$ cat config.mk
export PLATFORM = sky130hd
export DESIGN_NAME = prof_mod_chan
export DESIGN_NICKNAME = d
export VERILOG_FILES = /design/src/rtl/modchan_pkg.sv /design/src/rtl/modchan_pin_sync.sv /design/src/rtl/modchan_prof_bank.sv /design/src/rtl/modchan_word_sel.sv /design/src/rtl/modchan_dds_core.sv /design/src/rtl/prof_mod_chan.sv
export SDC_FILE = /design/constraint.sdc
export NUM_CORES = 1
export LEC_CHECK = 0
export BUFFER_PORTS_ARGS = -buffer_cell sky130_fd_sc_hd__buf_2
export CORE_MARGIN = 2
export CORE_UTILIZATION = 56
export DETAILED_ROUTE_END_ITERATION = 8
export PLACE_DENSITY_LB_ADDON = 0.1
export REMOVE_ABC_BUFFERS = 1
export SKIP_LAST_GASP = 1
export SYNTH_ARGS = -nofsm -noshare
export SYNTH_HDL_FRONTEND = slang
export SYNTH_SLANG_ARGS = --single-unit
$ cat constraint.sdc
create_clock -name clk -period 3.8 [get_ports clk]
set_clock_uncertainty 0.05 [all_clocks]
set_input_delay 0 -clock clk [delete_from_list [all_inputs] [get_ports clk]]
set_output_delay 0 -clock clk [all_outputs]
set_load 0.03 [all_outputs]
$ cat src/rtl/modchan_pkg.sv
package modchan_pkg;

  typedef enum logic [1:0] {
    MOD_NONE  = 2'b00,
    MOD_FREQ  = 2'b01,
    MOD_PHASE = 2'b10,
    MOD_AMP   = 2'b11
  } mod_sel_e;

  // Full-scale code to right-shift count: 11->0, 01->1, 10->2, 00->3
  function automatic logic [1:0] fs_to_shift(input logic [1:0] code);
    case (code)
      2'b11:   return 2'd0;
      2'b01:   return 2'd1;
      2'b10:   return 2'd2;
      default: return 2'd3;
    endcase
  endfunction

endpackage

$ cat src/rtl/modchan_pin_sync.sv
module modchan_pin_sync #(
  parameter int PIN_W  = 4,
  parameter int STAGES = 2
) (
  input  logic             clk,
  input  logic             rst,
  input  logic [PIN_W-1:0] pins_in,
  output logic [PIN_W-1:0] pins_out
);

  logic [PIN_W-1:0] chain [STAGES];

  for (genvar s = 0; s < STAGES; s++) begin : g_stage
    if (s == 0) begin : g_first
      always_ff @(posedge clk) begin
        if (rst) chain[s] <= '0;
        else     chain[s] <= pins_in;
      end
    end else begin : g_next
      always_ff @(posedge clk) begin
        if (rst) chain[s] <= '0;
        else     chain[s] <= chain[s-1];
      end
    end
  end

  assign pins_out = chain[STAGES-1];

endmodule

$ cat src/rtl/modchan_prof_bank.sv
module modchan_prof_bank #(
  parameter int WORD_W = 32,
  parameter int IDX_W  = 4
) (
  input  logic              clk,
  input  logic              we,
  input  logic [IDX_W-1:0]  waddr,
  input  logic [WORD_W-1:0] wdata,
  input  logic [IDX_W-1:0]  raddr,
  output logic [WORD_W-1:0] rdata
);

  localparam int DEPTH = 1 << IDX_W;

  logic [WORD_W-1:0] mem [DEPTH];

  // Simple dual-port memory with a registered read port
  always_ff @(posedge clk) begin
    if (we) mem[waddr] <= wdata;
    rdata <= mem[raddr];
  end

endmodule

$ cat src/rtl/modchan_word_sel.sv
module modchan_word_sel
  import modchan_pkg::*;
#(
  parameter int FREQ_W  = 32,
  parameter int PHASE_W = 14,
  parameter int AMP_W   = 10,
  parameter int IDX_W   = 4
) (
  input  mod_sel_e           mode,
  input  logic [IDX_W-1:0]   idx,
  input  logic [FREQ_W-1:0]  bank_word,
  input  logic [FREQ_W-1:0]  base_freq,
  input  logic [PHASE_W-1:0] base_phase,
  input  logic [AMP_W-1:0]   base_amp,
  output logic [FREQ_W-1:0]  freq_act,
  output logic [PHASE_W-1:0] phase_act,
  output logic [AMP_W-1:0]   amp_act
);

  logic from_bank;
  assign from_bank = (idx != '0);

  always_comb begin
    freq_act  = base_freq;
    phase_act = base_phase;
    amp_act   = base_amp;
    if (from_bank) begin
      case (mode)
        MOD_FREQ:  freq_act  = bank_word;
        MOD_PHASE: phase_act = bank_word[FREQ_W-1 -: PHASE_W];
        MOD_AMP:   amp_act   = bank_word[FREQ_W-1 -: AMP_W];
        default:   ;
      endcase
    end
  end

endmodule

$ cat src/rtl/modchan_dds_core.sv
module modchan_dds_core #(
  parameter int FREQ_W  = 32,
  parameter int PHASE_W = 14,
  parameter int AMP_W   = 10
) (
  input  logic               clk,
  input  logic               rst,
  input  logic [FREQ_W-1:0]  freq_word,
  input  logic [PHASE_W-1:0] phase_word,
  input  logic [AMP_W-1:0]   amp_word,
  input  logic [1:0]         shift,
  output logic [PHASE_W-1:0] phase_out,
  output logic [AMP_W-1:0]   amp_out
);

  logic [FREQ_W-1:0] acc_q;

  always_ff @(posedge clk) begin
    if (rst) begin
      acc_q     <= '0;
      phase_out <= '0;
      amp_out   <= '0;
    end else begin
      acc_q     <= acc_q + freq_word;
      phase_out <= acc_q[FREQ_W-1 -: PHASE_W] + phase_word;
      amp_out   <= amp_word >> shift;
    end
  end

  // a zero tuning word holds the accumulator still
  a_r6_acc_hold: assert property (@(posedge clk) disable iff (rst)
    (freq_word == '0) |=> $stable(acc_q));

  // reset clears the outputs
  a_r1_reset_clear: assert property (@(posedge clk)
    rst |=> (phase_out == '0 && amp_out == '0));

endmodule

$ cat src/rtl/prof_mod_chan.sv
module prof_mod_chan
  import modchan_pkg::*;
#(
  parameter int FREQ_W      = 32,
  parameter int PHASE_W     = 14,
  parameter int AMP_W       = 10,
  parameter int PIN_W       = 4,
  parameter int SYNC_STAGES = 2
) (
  input  logic                clk,
  input  logic                rst,
  input  logic                wr_en,
  input  logic [PIN_W:0]      wr_addr,
  input  logic [FREQ_W-1:0]   wr_data,
  input  logic [PIN_W-1:0]    prof_pins,
  output logic [PHASE_W-1:0]  phase_out,
  output logic [AMP_W-1:0]    amp_out
);

  localparam int LVL_W  = $clog2(PIN_W);
  localparam int LVL_LO = 2;
  localparam int FS_LO  = LVL_LO + LVL_W;

  // Control and base registers
  mod_sel_e           mode_q;
  logic [LVL_W-1:0]   lvl_q;
  logic [1:0]         fs_q;
  logic [FREQ_W-1:0]  base_freq_q;
  logic [PHASE_W-1:0] base_phase_q;
  logic [AMP_W-1:0]   base_amp_q;

  always_ff @(posedge clk) begin
    if (rst) begin
      mode_q       <= MOD_NONE;
      lvl_q        <= '0;
      fs_q         <= '0;
      base_freq_q  <= '0;
      base_phase_q <= '0;
      base_amp_q   <= '0;
    end else if (wr_en && !wr_addr[PIN_W]) begin
      case (wr_addr[PIN_W-1:0])
        0: begin
          mode_q <= mod_sel_e'(wr_data[1:0]);
          lvl_q  <= wr_data[LVL_LO +: LVL_W];
          fs_q   <= wr_data[FS_LO +: 2];
        end
        1:       base_freq_q  <= wr_data;
        2:       base_phase_q <= wr_data[PHASE_W-1:0];
        3:       base_amp_q   <= wr_data[AMP_W-1:0];
        default: ;
      endcase
    end
  end

  logic bank_we;
  assign bank_we = wr_en && wr_addr[PIN_W] && (wr_addr[PIN_W-1:0] != '0);

  // Pin synchronizer and level mask
  logic [PIN_W-1:0] pins_s;
  logic [PIN_W-1:0] lvl_mask;
  logic [PIN_W-1:0] prof_idx;
  logic [PIN_W-1:0] idx_q;

  modchan_pin_sync #(.PIN_W(PIN_W), .STAGES(SYNC_STAGES)) u_sync (
    .clk     (clk),
    .rst     (rst),
    .pins_in (prof_pins),
    .pins_out(pins_s)
  );

  assign lvl_mask = PIN_W'((32'd1 << (32'(lvl_q) + 32'd1)) - 32'd1);
  assign prof_idx = pins_s & lvl_mask;

  always_ff @(posedge clk) begin
    if (rst) idx_q <= '0;
    else     idx_q <= prof_idx;
  end

  // Profile bank
  logic [FREQ_W-1:0] bank_word;

  modchan_prof_bank #(.WORD_W(FREQ_W), .IDX_W(PIN_W)) u_bank (
    .clk  (clk),
    .we   (bank_we),
    .waddr(wr_addr[PIN_W-1:0]),
    .wdata(wr_data),
    .raddr(prof_idx),
    .rdata(bank_word)
  );

  // Word selection
  logic [FREQ_W-1:0]  freq_act;
  logic [PHASE_W-1:0] phase_act;
  logic [AMP_W-1:0]   amp_act;

  modchan_word_sel #(
    .FREQ_W(FREQ_W), .PHASE_W(PHASE_W), .AMP_W(AMP_W), .IDX_W(PIN_W)
  ) u_sel (
    .mode      (mode_q),
    .idx       (idx_q),
    .bank_word (bank_word),
    .base_freq (base_freq_q),
    .base_phase(base_phase_q),
    .base_amp  (base_amp_q),
    .freq_act  (freq_act),
    .phase_act (phase_act),
    .amp_act   (amp_act)
  );

  logic [1:0] shift;
  assign shift = fs_to_shift(fs_q);

  modchan_dds_core #(.FREQ_W(FREQ_W), .PHASE_W(PHASE_W), .AMP_W(AMP_W)) u_core (
    .clk       (clk),
    .rst       (rst),
    .freq_word (freq_act),
    .phase_word(phase_act),
    .amp_word  (amp_act),
    .shift     (shift),
    .phase_out (phase_out),
    .amp_out   (amp_out)
  );

  // the latched index never uses pins above the level setting
  a_r2_index_within_levels: assert property (@(posedge clk) disable iff (rst)
    1'b1 |=> ((idx_q & ~$past(lvl_mask)) == '0));

  // amplitude follows its base register when not modulated
  a_r4_unmod_amp: assert property (@(posedge clk) disable iff (rst)
    (mode_q != MOD_AMP) |=> (amp_out == AMP_W'($past(base_amp_q) >> $past(shift))));

  // scaled amplitude stays under the attenuated full scale
  a_r7_scale_bound: assert property (@(posedge clk) disable iff (rst)
    1'b1 |=> ({1'b0, amp_out} <= ((AMP_W+1)'((1 << AMP_W) - 1) >> $past(shift))));

endmodule

==> results.json, run 1 <==
{
  "drive_above_1_share_pct": 21.99,
  "clock-root-buffer": "clkbuf_16",
  "most_common_cell_after_layout_fill_and_taps_aside": "edfxtp_1",
  "max_freq_mhz": 277.4,
  "timing.critical_path.fanout_max": 18,
  "post-route-drc-count": 0,
  "post_synth_edffs": 512,
  "yosys-mux-area-fraction_pct": 14.07,
  "worst_path_cell_chain": "nor4_1, buf_4, nor3b_2, buf_12, buf_6, mux2_2, ha_1, a21o_1, a31oi_1, nand2_1, and3b_4, o31a_1, nor4_1, or4_1",
  "die_height_um": 224.8,
  "worst_r2r_path_depth": 14,
  "vias": 15910,
  "r2r-start": "idx_q[0]",
  "synthesized_area_per_cell_um2": 15.64,
  "postCtsSetupRepairBufs": 0,
  "dp_hpwl_um": 40720,
  "clock_tree_from_tritoncts": "done",
  "synth_seq_cells": 674,
  "finish.instance_area_um2": 31550,
  "chipWidth_um": 224.8,
  "initialDrtViolationCount": 1504,
  "synth_compound_gate_area_share_pct": 5.685,
  "grt_overflow_total": 0,
  "rsz0062_at_grt": "false",
  "final_core_utilization_pct": 65.80,
  "timing.rr.end": "u_core.acc_q[21]",
  "numClockSinks": 674,
  "mostFrequentLayoutCells": "edfxtp_1, nand2_1, dfxtp_1",
  "worst_slew_margin_rel_pct": 29.67,
  "vias_per_cell": 6.115,
  "antenna_found_initial": 1,
  "synth_cells": 1746,
  "number_of_max_cap_violations": 0,
  "dpl-instance-area_um2": 28840,
  "layout_worst_path_cycle_share_pct": 94.87,
  "timing.final.setup_violations": 0,
  "fin_crit_ns": 3.605,
  "cts_htree_levels": 3,
  "layout_setup_ws_ns": 0.1949,
  "area_of_the_placeable_core_um2": 47950,
  "synth_seq_area_share_pct": 68.17,
  "synth_fa_ha_area_share_pct": 2.300,
  "clock_latency_ns": 0.62,
  "worstSetupEndpointType": "flip-flop",
  "timing.final.max_slew_violations": 0,
  "hp-class": "input port to flip-flop",
  "routabilityCongestion": 0.9271,
  "grt_pass1_wl_um": 99670,
  "hold_viol": 0,
  "cts_buffers": 70,
  "critical_path_buf_inv_count": 3,
  "critical-path-top-cell-by-count": "nor4_1",
  "drt_wl_total_um": 67490,
  "clk_pin_slew_worst_paths_ns": 0.06,
  "placement_rows": 80,
  "max-vdd-ir-drop_uv": 407.0,
  "layout.nets": 2023,
  "synth_top_cells_by_area": "edfxtp_1, dfxtp_1, mux4_2",
  "worst_setup_path_startpoint": "idx_q[0]",
  "power_mw": 15.40,
  "status": "complete, no violations",
  "post_synth_xor_area_fraction_pct": 0.8017,
  "hold_ws_ns": 0.1165,
  "detail_route.first_pass.iterations": 7,
  "worst_setup_path_start_kind": "flip-flop",
  "setup.reg_to_reg.worst_slack_ns": 0.19,
  "worst_max_slew_pin_slew_ns": 1.051,
  "io-pin-count": 68,
  "ant_nets": 0,
  "detail_route.wl_per_cell_um": 25.94,
  "netlist_area_um2": 27310,
  "largest_net_degree_at_the_start_of_global_routing": 82,
  "detailedPlace.worstSlack_ns": 0.08690,
  "simple_gate_portion_of_the_synthesized_area_pct": 7.275,
  "final.fill_count": 3373,
  "cp_data_required_time_ns": 4.21,
  "critical_path.max_stage_delay_ns": 0.54,
  "place.port_buffers": 67,
  "area_growth_pct": 15.50,
  "worstSetupPathType": "flip-flop to flip-flop",
  "combinational_family_with_the_most_area_after_synthesis": "multiplexers",
  "ys_async_sr_fraction_pct": 0,
  "critical_path_arrival_ns": 4.01,
  "start_util_pct": 56.97,
  "antenna-diode-count": 0,
  "warnings_synthesis": 0,
  "synth.largest_area_cell": "edfxtp_1",
  "sum_of_negative_setup_slack_ns": 0,
  "globalRouteTotalUtil_pct": 27.28,
  "dominantRegCellSynth": "edfxtp_1",
  "critical-path-slowest-cell": "or4_1",
  "timing.critical_path.to": "u_core.acc_q[21]",
  "fin_cells": 2602,
  "p_per_area_nw_per_um2": 488.3,
  "synth_largest_type_area_fraction_pct": 56.29,
  "delay_heaviest_family_cp": "simple AND/OR/NAND/NOR gates",
  "dpl.cell_count": 2430,
  "grt_pass1_vias": 16010,
  "timing.critical_path.depth": 14,
  "die_area_um2": 50560,
  "static-leakage-power_nw": 11.19,
  "post_synth_num_cell_types": 62,
  "cts_buffer_depth": 3
}
how the worst min path moves through the flow:
stage / startpoint / end / cells past startpoint
floorplan: rst / u_core.acc_q[1] / 1
detailed placement: prof_pins[0] / u_sync.chain[0][0] / 2
CTS: prof_pins[0] / u_sync.chain[0][0] / 3
finish: prof_pins[3] / u_sync.chain[0][3] / 3
global route: prof_pins[0] / u_sync.chain[0][0] / 3
global placement: prof_pins[0] / u_sync.chain[0][0] / 2
tightest hold or removal path, stage by stage:
cell and delay (ns):
dlygate4sd3_1 0.52, buf_2 0.09, nor2b_1 0.11
sequential cells by signal, summed over array words and instances (netlist names), 10 cells and up:
name,count
base_freq_q,32
u_bank.mem,512
u_bank.rdata,32
base_amp_q,10
u_core.acc_q,32
u_core.amp_out,10
u_core.phase_out,14
base_phase_q,14
cell families (layout without fill, tap and decap cells):
| logic type | count (synthesis) | in the layout |
|---|---|---|
| flops | 674 | 674 |
| mux | 218 | 218 |
| fa+ha+maj | 49 | 49 |
| buf+inv | 111 | 321 |
| other cells | 1 | 32 |
| compound gates | 244 | 244 |
| simple gates | 424 | 424 |
| xor+xnor | 25 | 25 |
layout make-up:
cell class	instances	area [µm²]	area share, %
well taps	615	769.5	2.439
clock buffers	104	1972	6.251
inverters	18	67.56	0.2142
multi-input cells	992	8497	26.93
clock inverters	25	291.5	0.9241
flip-flops and latches	674	18620	59.03
repair buffers	174	1328	4.208
Yosys cell counts, types with 4 or more instances:
master / n
o211ai_1: 8
a211oi_1: 37
nand3b_1: 4
nand2_1: 183
nor3_1: 24
buf_2: 11
mux2_2: 48
o21ai_0: 20
xor2_1: 10
nor2b_1: 21
ha_1: 47
a21o_1: 16
nand3_1: 12
inv_1: 18
a31oi_1: 35
nand4_1: 6
o21bai_1: 5
nor3b_1: 9
xnor2_1: 15
edfxtp_1: 512
o21a_1: 7
nor2_1: 92
a21oi_1: 85
nand2b_1: 12
and3b_1: 5
mux2i_1: 42
mux4_2: 128
clkbuf_1: 68
nor4_1: 7
a21boi_0: 5
buf_4: 8
o31ai_1: 4
buf_1: 6
and2_1: 33
dfxtp_1: 162
routing by layer:
metal / share of wire [%] / vias up / track usage (%)
met5: 0.025 / - / 0
met2: 48 / 596 / 44.21
met3: 6.9 / 113 / 5.095
met1: 43 / 8133 / 38.43
li1: - / 7068 / -
met4: 2.3 / 2 / 7.306
report_power, final:
| group | total (mW) | switching (mW) | leakage (nW) | internal (mW) |
|---|---|---|---|---|
| clock | 6.69 | 2.79 | 1.09 | 3.90 |
| sequential | 8.14 | 0.0762 | 5.96 | 8.07 |
| combinational | 0.566 | 0.350 | 4.14 | 0.216 |
what timing repair did:
item,in CTS,in global routing
endpoints found under the setup margin,0,7
hold buffers,43,0
gates resized for setup,0,3
hold endpoints to repair,622,0
Note: power is estimated with default switching activity, not from simulation.
==> run 2, diff against run 1 <==
--- a/config.mk
+++ b/config.mk
@@ -9,7 +9,7 @@
 export CORE_MARGIN = 2
 export CORE_UTILIZATION = 56
 export DETAILED_ROUTE_END_ITERATION = 8
-export PLACE_DENSITY_LB_ADDON = 0.1
+export PLACE_DENSITY = 0.75
 export REMOVE_ABC_BUFFERS = 1
 export SKIP_LAST_GASP = 1
 export SYNTH_ARGS = -nofsm -noshare
==> run 2 against run 1 <==
  * Die area stayed put
  * Critical path depth stayed put
  * Combinational power is 3.7% higher
  * Setup slack better by 0.030 ns
  * Clock power is 1% higher
  * Final cell count is 1.0% higher
  * Global-route usage is 0.50 points lower
  * Sequential power hardly changed
  * Non-clock buffer count is 30 higher
  * Critical path type unchanged
  * Critical endpoint is now u_core.acc_q[20]
  * Largest cell class unchanged
  * Largest power group unchanged
==> results.json, run 2 (synthesis gave the netlist of run 1 again) <==
{
  "status": "complete, no violations",
  "worstSetupPathType": "flip-flop to flip-flop",
  "clock_power_share_pct": 43.7,
  "number_of_max_cap_violations": 0,
  "start_util_pct": 56.97,
  "grt_overflow_total": 0,
  "globalRouteTotalUtil_pct": 26.78,
  "final_core_utilization_pct": 66.44,
  "mostFrequentLayoutCells": "edfxtp_1, nand2_1, dfxtp_1",
  "fin_crit_ns": 3.575,
  "clock-root-buffer": "clkbuf_16",
  "cts_buffers": 69,
  "clock_tree_from_tritoncts": "done",
  "grt_pass1_wl_um": 98860,
  "worst_setup_path_start_kind": "flip-flop",
  "drt_wl_total_um": 66080,
  "area_of_the_placeable_core_um2": 47950,
  "cp_data_required_time_ns": 4.24,
  "numClockSinks": 674,
  "vias": 16180,
  "die_area_um2": 50560,
  "dpl-instance-area_um2": 29080,
  "detail_route.wl_per_cell_um": 25.14,
  "power.combinational.fraction_pct": 3.8,
  "timing.final.max_slew_violations": 0,
  "worst_r2r_path_depth": 14,
  "final.fill_count": 3201,
  "largest_net_degree_at_the_start_of_global_routing": 88,
  "dpl.cell_count": 2455,
  "layout_worst_path_cycle_share_pct": 94.08,
  "fin_cells": 2628,
  "critical_path_arrival_ns": 4.01,
  "rsz0062_at_grt": "false",
  "dp_hpwl_um": 39580,
  "max_freq_mhz": 279.7,
  "antenna_found_initial": 1,
  "r2r-start": "idx_q[3]",
  "sum_of_negative_setup_slack_ns": 0,
  "internal-power_mw": 12.35,
  "setup.reg_to_reg.worst_slack_ns": 0.22,
  "finish.instance_area_um2": 31850,
  "timing.rr.end": "u_core.acc_q[20]",
  "most_common_cell_after_layout_fill_and_taps_aside": "edfxtp_1",
  "detailedPlace.worstSlack_ns": 0.2041,
  "layout.nets": 2052,
  "place.port_buffers": 67,
  "worstSetupEndpointType": "flip-flop",
  "routabilityCongestion": 0.9046,
  "timing.final.setup_violations": 0,
  "hold_viol": 0,
  "hp-class": "input port to flip-flop",
  "timing.critical_path.fanout_max": 19,
  "clk_pin_slew_worst_paths_ns": 0.06,
  "layout_setup_ws_ns": 0.2249,
  "post-route-drc-count": 0,
  "detail_route.first_pass.iterations": 5,
  "io-pin-count": 68,
  "drive_above_1_share_pct": 22.95,
  "power.share.sequential_pct": 52.5,
  "timing.critical_path.to": "u_core.acc_q[20]",
  "grt_pass1_vias": 16150,
  "power_mw": 15.52,
  "vias_per_cell": 6.156,
  "ant_nets": 0,
  "initialDrtViolationCount": 1893,
  "area_growth_pct": 16.63,
  "clock_latency_ns": 0.62,
  "max-vdd-ir-drop_uv": 346.0,
  "worst_max_slew_pin_slew_ns": 1.107,
  "worst_setup_path_startpoint": "idx_q[3]",
  "static-leakage-power_nw": 11.38,
  "antenna-diode-count": 0,
  "swShare_pct": 20.46,
  "hold_ws_ns": 0.1121,
  "largest_register_ff_count": 512,
  "cts_htree_levels": 3,
  "regMostFlops": "u_bank.mem",
  "net-switching-power_mw": 3.176,
  "chipWidth_um": 224.8,
  "worst_slew_margin_rel_pct": 25.14,
  "cts_buffer_depth": 3,
  "placement_rows": 80,
  "die_height_um": 224.8,
  "p_per_area_nw_per_um2": 487.4
}
run 2: power groups by stage:
stage	logic, mW	registers, mW	clock network [mW]
2_1_floorplan	0.269	8.28	0
3_3_place_gp	0.529	8.29	0
3_5_place_dp	0.543	8.30	0
4_1_cts	0.583	8.15	6.87
5_1_grt	0.633	8.15	7.16
6_report	0.587	8.15	6.79
run 2: worst max-delay path, cell delays in order (launching register included):
cell and delay (ns):
dfxtp_1 0.32, nor4_1 0.05, buf_4 0.14, nor3b_2 0.26, buf_12 0.21, mux2_2 0.35, ha_1 0.35, nand2_1 0.14
nor2_1 0.06, o41ai_1 0.39, buf_4 0.19, a21boi_1 0.08, o21a_1 0.27, a211oi_1 0.24, mux2_2 0.36
run 2: how the worst min path moves through the flow:
stage | slack, ns | endpoint | cells past startpoint | from
2_1_floorplan | 0.02 | u_core.acc_q[1] | 1 | rst
3_3_place_gp | 0.17 | u_sync.chain[0][0] | 2 | prof_pins[0]
3_5_place_dp | 0.18 | u_sync.chain[0][3] | 2 | prof_pins[3]
4_1_cts | 0.11 | u_sync.chain[0][1] | 3 | prof_pins[1]
5_1_grt | 0.16 | u_sync.chain[0][1] | 3 | prof_pins[1]
6_report | 0.11 | u_sync.chain[0][1] | 3 | prof_pins[1]
run 2: metal layers:
layer  track usage (%)  share of wire (%)  up-vias
met5                 0              0.020        -
li1                  -                  -     7127
met2             43.06                 49      767
met4             10.23                2.9        2
met1             36.91                 40     8171
met3             4.742                8.5      110
run 2: timing repair:
action	CTS	global route
gates resized for setup	0	3
buffers inserted	0	0
hold buffers	48	0
endpoints found under the hold margin	621	0
endpoints found under the setup margin	0	6
run 2: layout make-up:
cell class	instances	area [µm²]	share of cell area, %
timing repair buffer	204	1624	5.098
clock inverter	19	247.7	0.7777
tap	615	769.5	2.416
inverter	18	67.56	0.2121
clock buffer	106	2038	6.399
multi-input combinational	992	8486	26.64
sequential	674	18620	58.46
==> run 3, diff against run 2 <==
--- a/config.mk
+++ b/config.mk
@@ -9,7 +9,7 @@
 export CORE_MARGIN = 2
 export CORE_UTILIZATION = 56
 export DETAILED_ROUTE_END_ITERATION = 8
-export PLACE_DENSITY = 0.75
+export PLACE_DENSITY = 0.81
 export REMOVE_ABC_BUFFERS = 1
 export SKIP_LAST_GASP = 1
 export SYNTH_ARGS = -nofsm -noshare
==> run 3 against run 2 <==
  * Routed wire length increased by 3.1%
  * Register-to-register slack got worse by 0.03 ns
  * Combinational power decreased by 0.7%
  * Total power increased by 2.0%
  * Setup slack got worse by 0.035 ns
  * Fmax decreased by 0.97%
  * Highest routed layer is now met4
==> results.json, run 3 (synthesis gave the netlist of run 1 again) <==
{
  "clock-root-buffer": "clkbuf_16",
  "grt_pass1_wl_um": 102000,
  "p_per_area_nw_per_um2": 499.3,
  "clock_tree_from_tritoncts": "done",
  "max-vdd-ir-drop_uv": 415.3,
  "clk_pin_slew_worst_paths_ns": 0.07,
  "critical-path-top-cell-by-count": "buf_4",
  "critical_path.max_stage_delay_ns": 0.53,
  "worst_slew_margin_rel_pct": 24.83,
  "layout_setup_ws_ns": 0.1900,
  "critical-path-slowest-cell": "or4_1",
  "detail_route.first_pass.iterations": 5,
  "start_util_pct": 56.97,
  "cts_htree_levels": 3,
  "largest_register_ff_count": 512,
  "timing.final.setup_violations": 0,
  "layout_worst_path_cycle_share_pct": 95.00,
  "io-pin-count": 68,
  "cts_buffers": 68,
  "hp-class": "input port to flip-flop",
  "rsz0062_at_grt": "false",
  "area_growth_pct": 16.08,
  "layout.nets": 2025,
  "sum_of_negative_setup_slack_ns": 0,
  "worst_path_cell_chain": "nor4_2, buf_4, nor3b_2, buf_4, buf_6, mux2_2, ha_1, a211oi_2, o21ai_2, o211ai_2, and3b_4, o31a_1, nor4_1, or4_1",
  "finish.instance_area_um2": 31710,
  "initialDrtViolationCount": 2044,
  "timing.final.max_slew_violations": 0,
  "hold_viol": 0,
  "grt_overflow_total": 0,
  "number_of_max_cap_violations": 0,
  "vias_per_cell": 6.341,
  "worst_setup_path_start_kind": "flip-flop",
  "antenna-diode-count": 0,
  "status": "complete, no violations",
  "detailedPlace.worstSlack_ns": 0.1554,
  "clock_latency_ns": 0.61,
  "routabilityCongestion": 0.9358,
  "placement_rows": 80,
  "critical_path_arrival_ns": 4.03,
  "chipWidth_um": 224.8,
  "vias": 16510,
  "dpl-instance-area_um2": 28870,
  "regMostFlops": "u_bank.mem",
  "area_of_the_placeable_core_um2": 47950,
  "cp_data_required_time_ns": 4.22,
  "place.port_buffers": 67,
  "worst_max_slew_pin_slew_ns": 1.125,
  "timing.critical_path.fanout_max": 12,
  "fin_crit_ns": 3.610,
  "drt_wl_total_um": 68130,
  "worstSetupEndpointType": "flip-flop",
  "die_height_um": 224.8,
  "final_core_utilization_pct": 66.13,
  "drive_above_1_share_pct": 22.94,
  "die_area_um2": 50560,
  "static-leakage-power_nw": 11.33,
  "worstSetupPathType": "flip-flop to flip-flop",
  "ant_nets": 0,
  "max_freq_mhz": 277.0,
  "final.fill_count": 2997,
  "grt_pass1_vias": 16800,
  "numClockSinks": 674,
  "most_common_cell_after_layout_fill_and_taps_aside": "edfxtp_1",
  "cts_buffer_depth": 3,
  "post-route-drc-count": 0,
  "dp_hpwl_um": 39140,
  "antenna_found_initial": 0,
  "globalRouteTotalUtil_pct": 27.46,
  "hold_ws_ns": 0.07920,
  "largest_net_degree_at_the_start_of_global_routing": 79,
  "detail_route.wl_per_cell_um": 26.17,
  "mostFrequentLayoutCells": "edfxtp_1, nand2_1, dfxtp_1"
}
-- run 3: what timing repair did --
action | in CTS | in global routing
endpoints found under the setup margin | 0 | 10
endpoints found under the hold margin | 603 | 0
setup buffers | 0 | 1
resized for setup | 0 | 7
hold buffers | 42 | 0
-- run 3: layout make-up --
class	count	area, µm²	share of cell area [%]
clock buffers	94	1974	6.227
clock inverters	32	404.1	1.275
inverters	18	67.56	0.2131
multi-input cells	992	8513	26.85
flip-flops and latches	674	18620	58.73
well taps	615	769.5	2.427
repair buffers	178	1355	4.274
-- run 3: worst max-delay path: cells and delay by family (launching register included) --
kind | cells | cell delay [ns]
AO/OA/AOI/OAI | 4 | 0.79
adder cells (fa/ha/maj) | 1 | 0.32
buffers and inverters | 3 | 0.55
flip-flops | 1 | 0.34
multiplexers | 1 | 0.38
AND/OR/NAND/NOR | 5 | 1.05
-- run 3: report_power, final --
part | switching, mW | internal, mW
Combinational | 0.357 | 0.226
Clock | 2.88 | 4.22
Sequential | 0.0893 | 8.06
Total | 3.32 | 12.5
-- run 3: worst paths after layout --
path                        endpoint                from  slack (ns)  cells after the start
setup / recovery    u_core.acc_q[21]            idx_q[1]        0.19                     14
hold / removal       base_phase_q[6]          wr_addr[1]        0.08                      5
setup reg to reg    u_core.acc_q[21]            idx_q[1]        0.19                     14
hold reg to reg   u_sync.chain[1][0]  u_sync.chain[0][0]        0.39                      1
-- run 3: metal layers --
metal	part of all wire, %	vias to the layer above	track usage, %
met1	40	8331	38.67
li1	-	7065	-
met2	48	959	43.35
met4	3.3	0	11.26
met5	0	-	0
met3	9.1	151	4.298
-- run 3: per-stage QoR --
stage               cells  total power [mW]
finish               2603             15.83
global route         2603             16.19
CTS                  2602             15.87
detailed placement   2434             8.833
global placement     2434             8.809
floorplan            1684             8.550
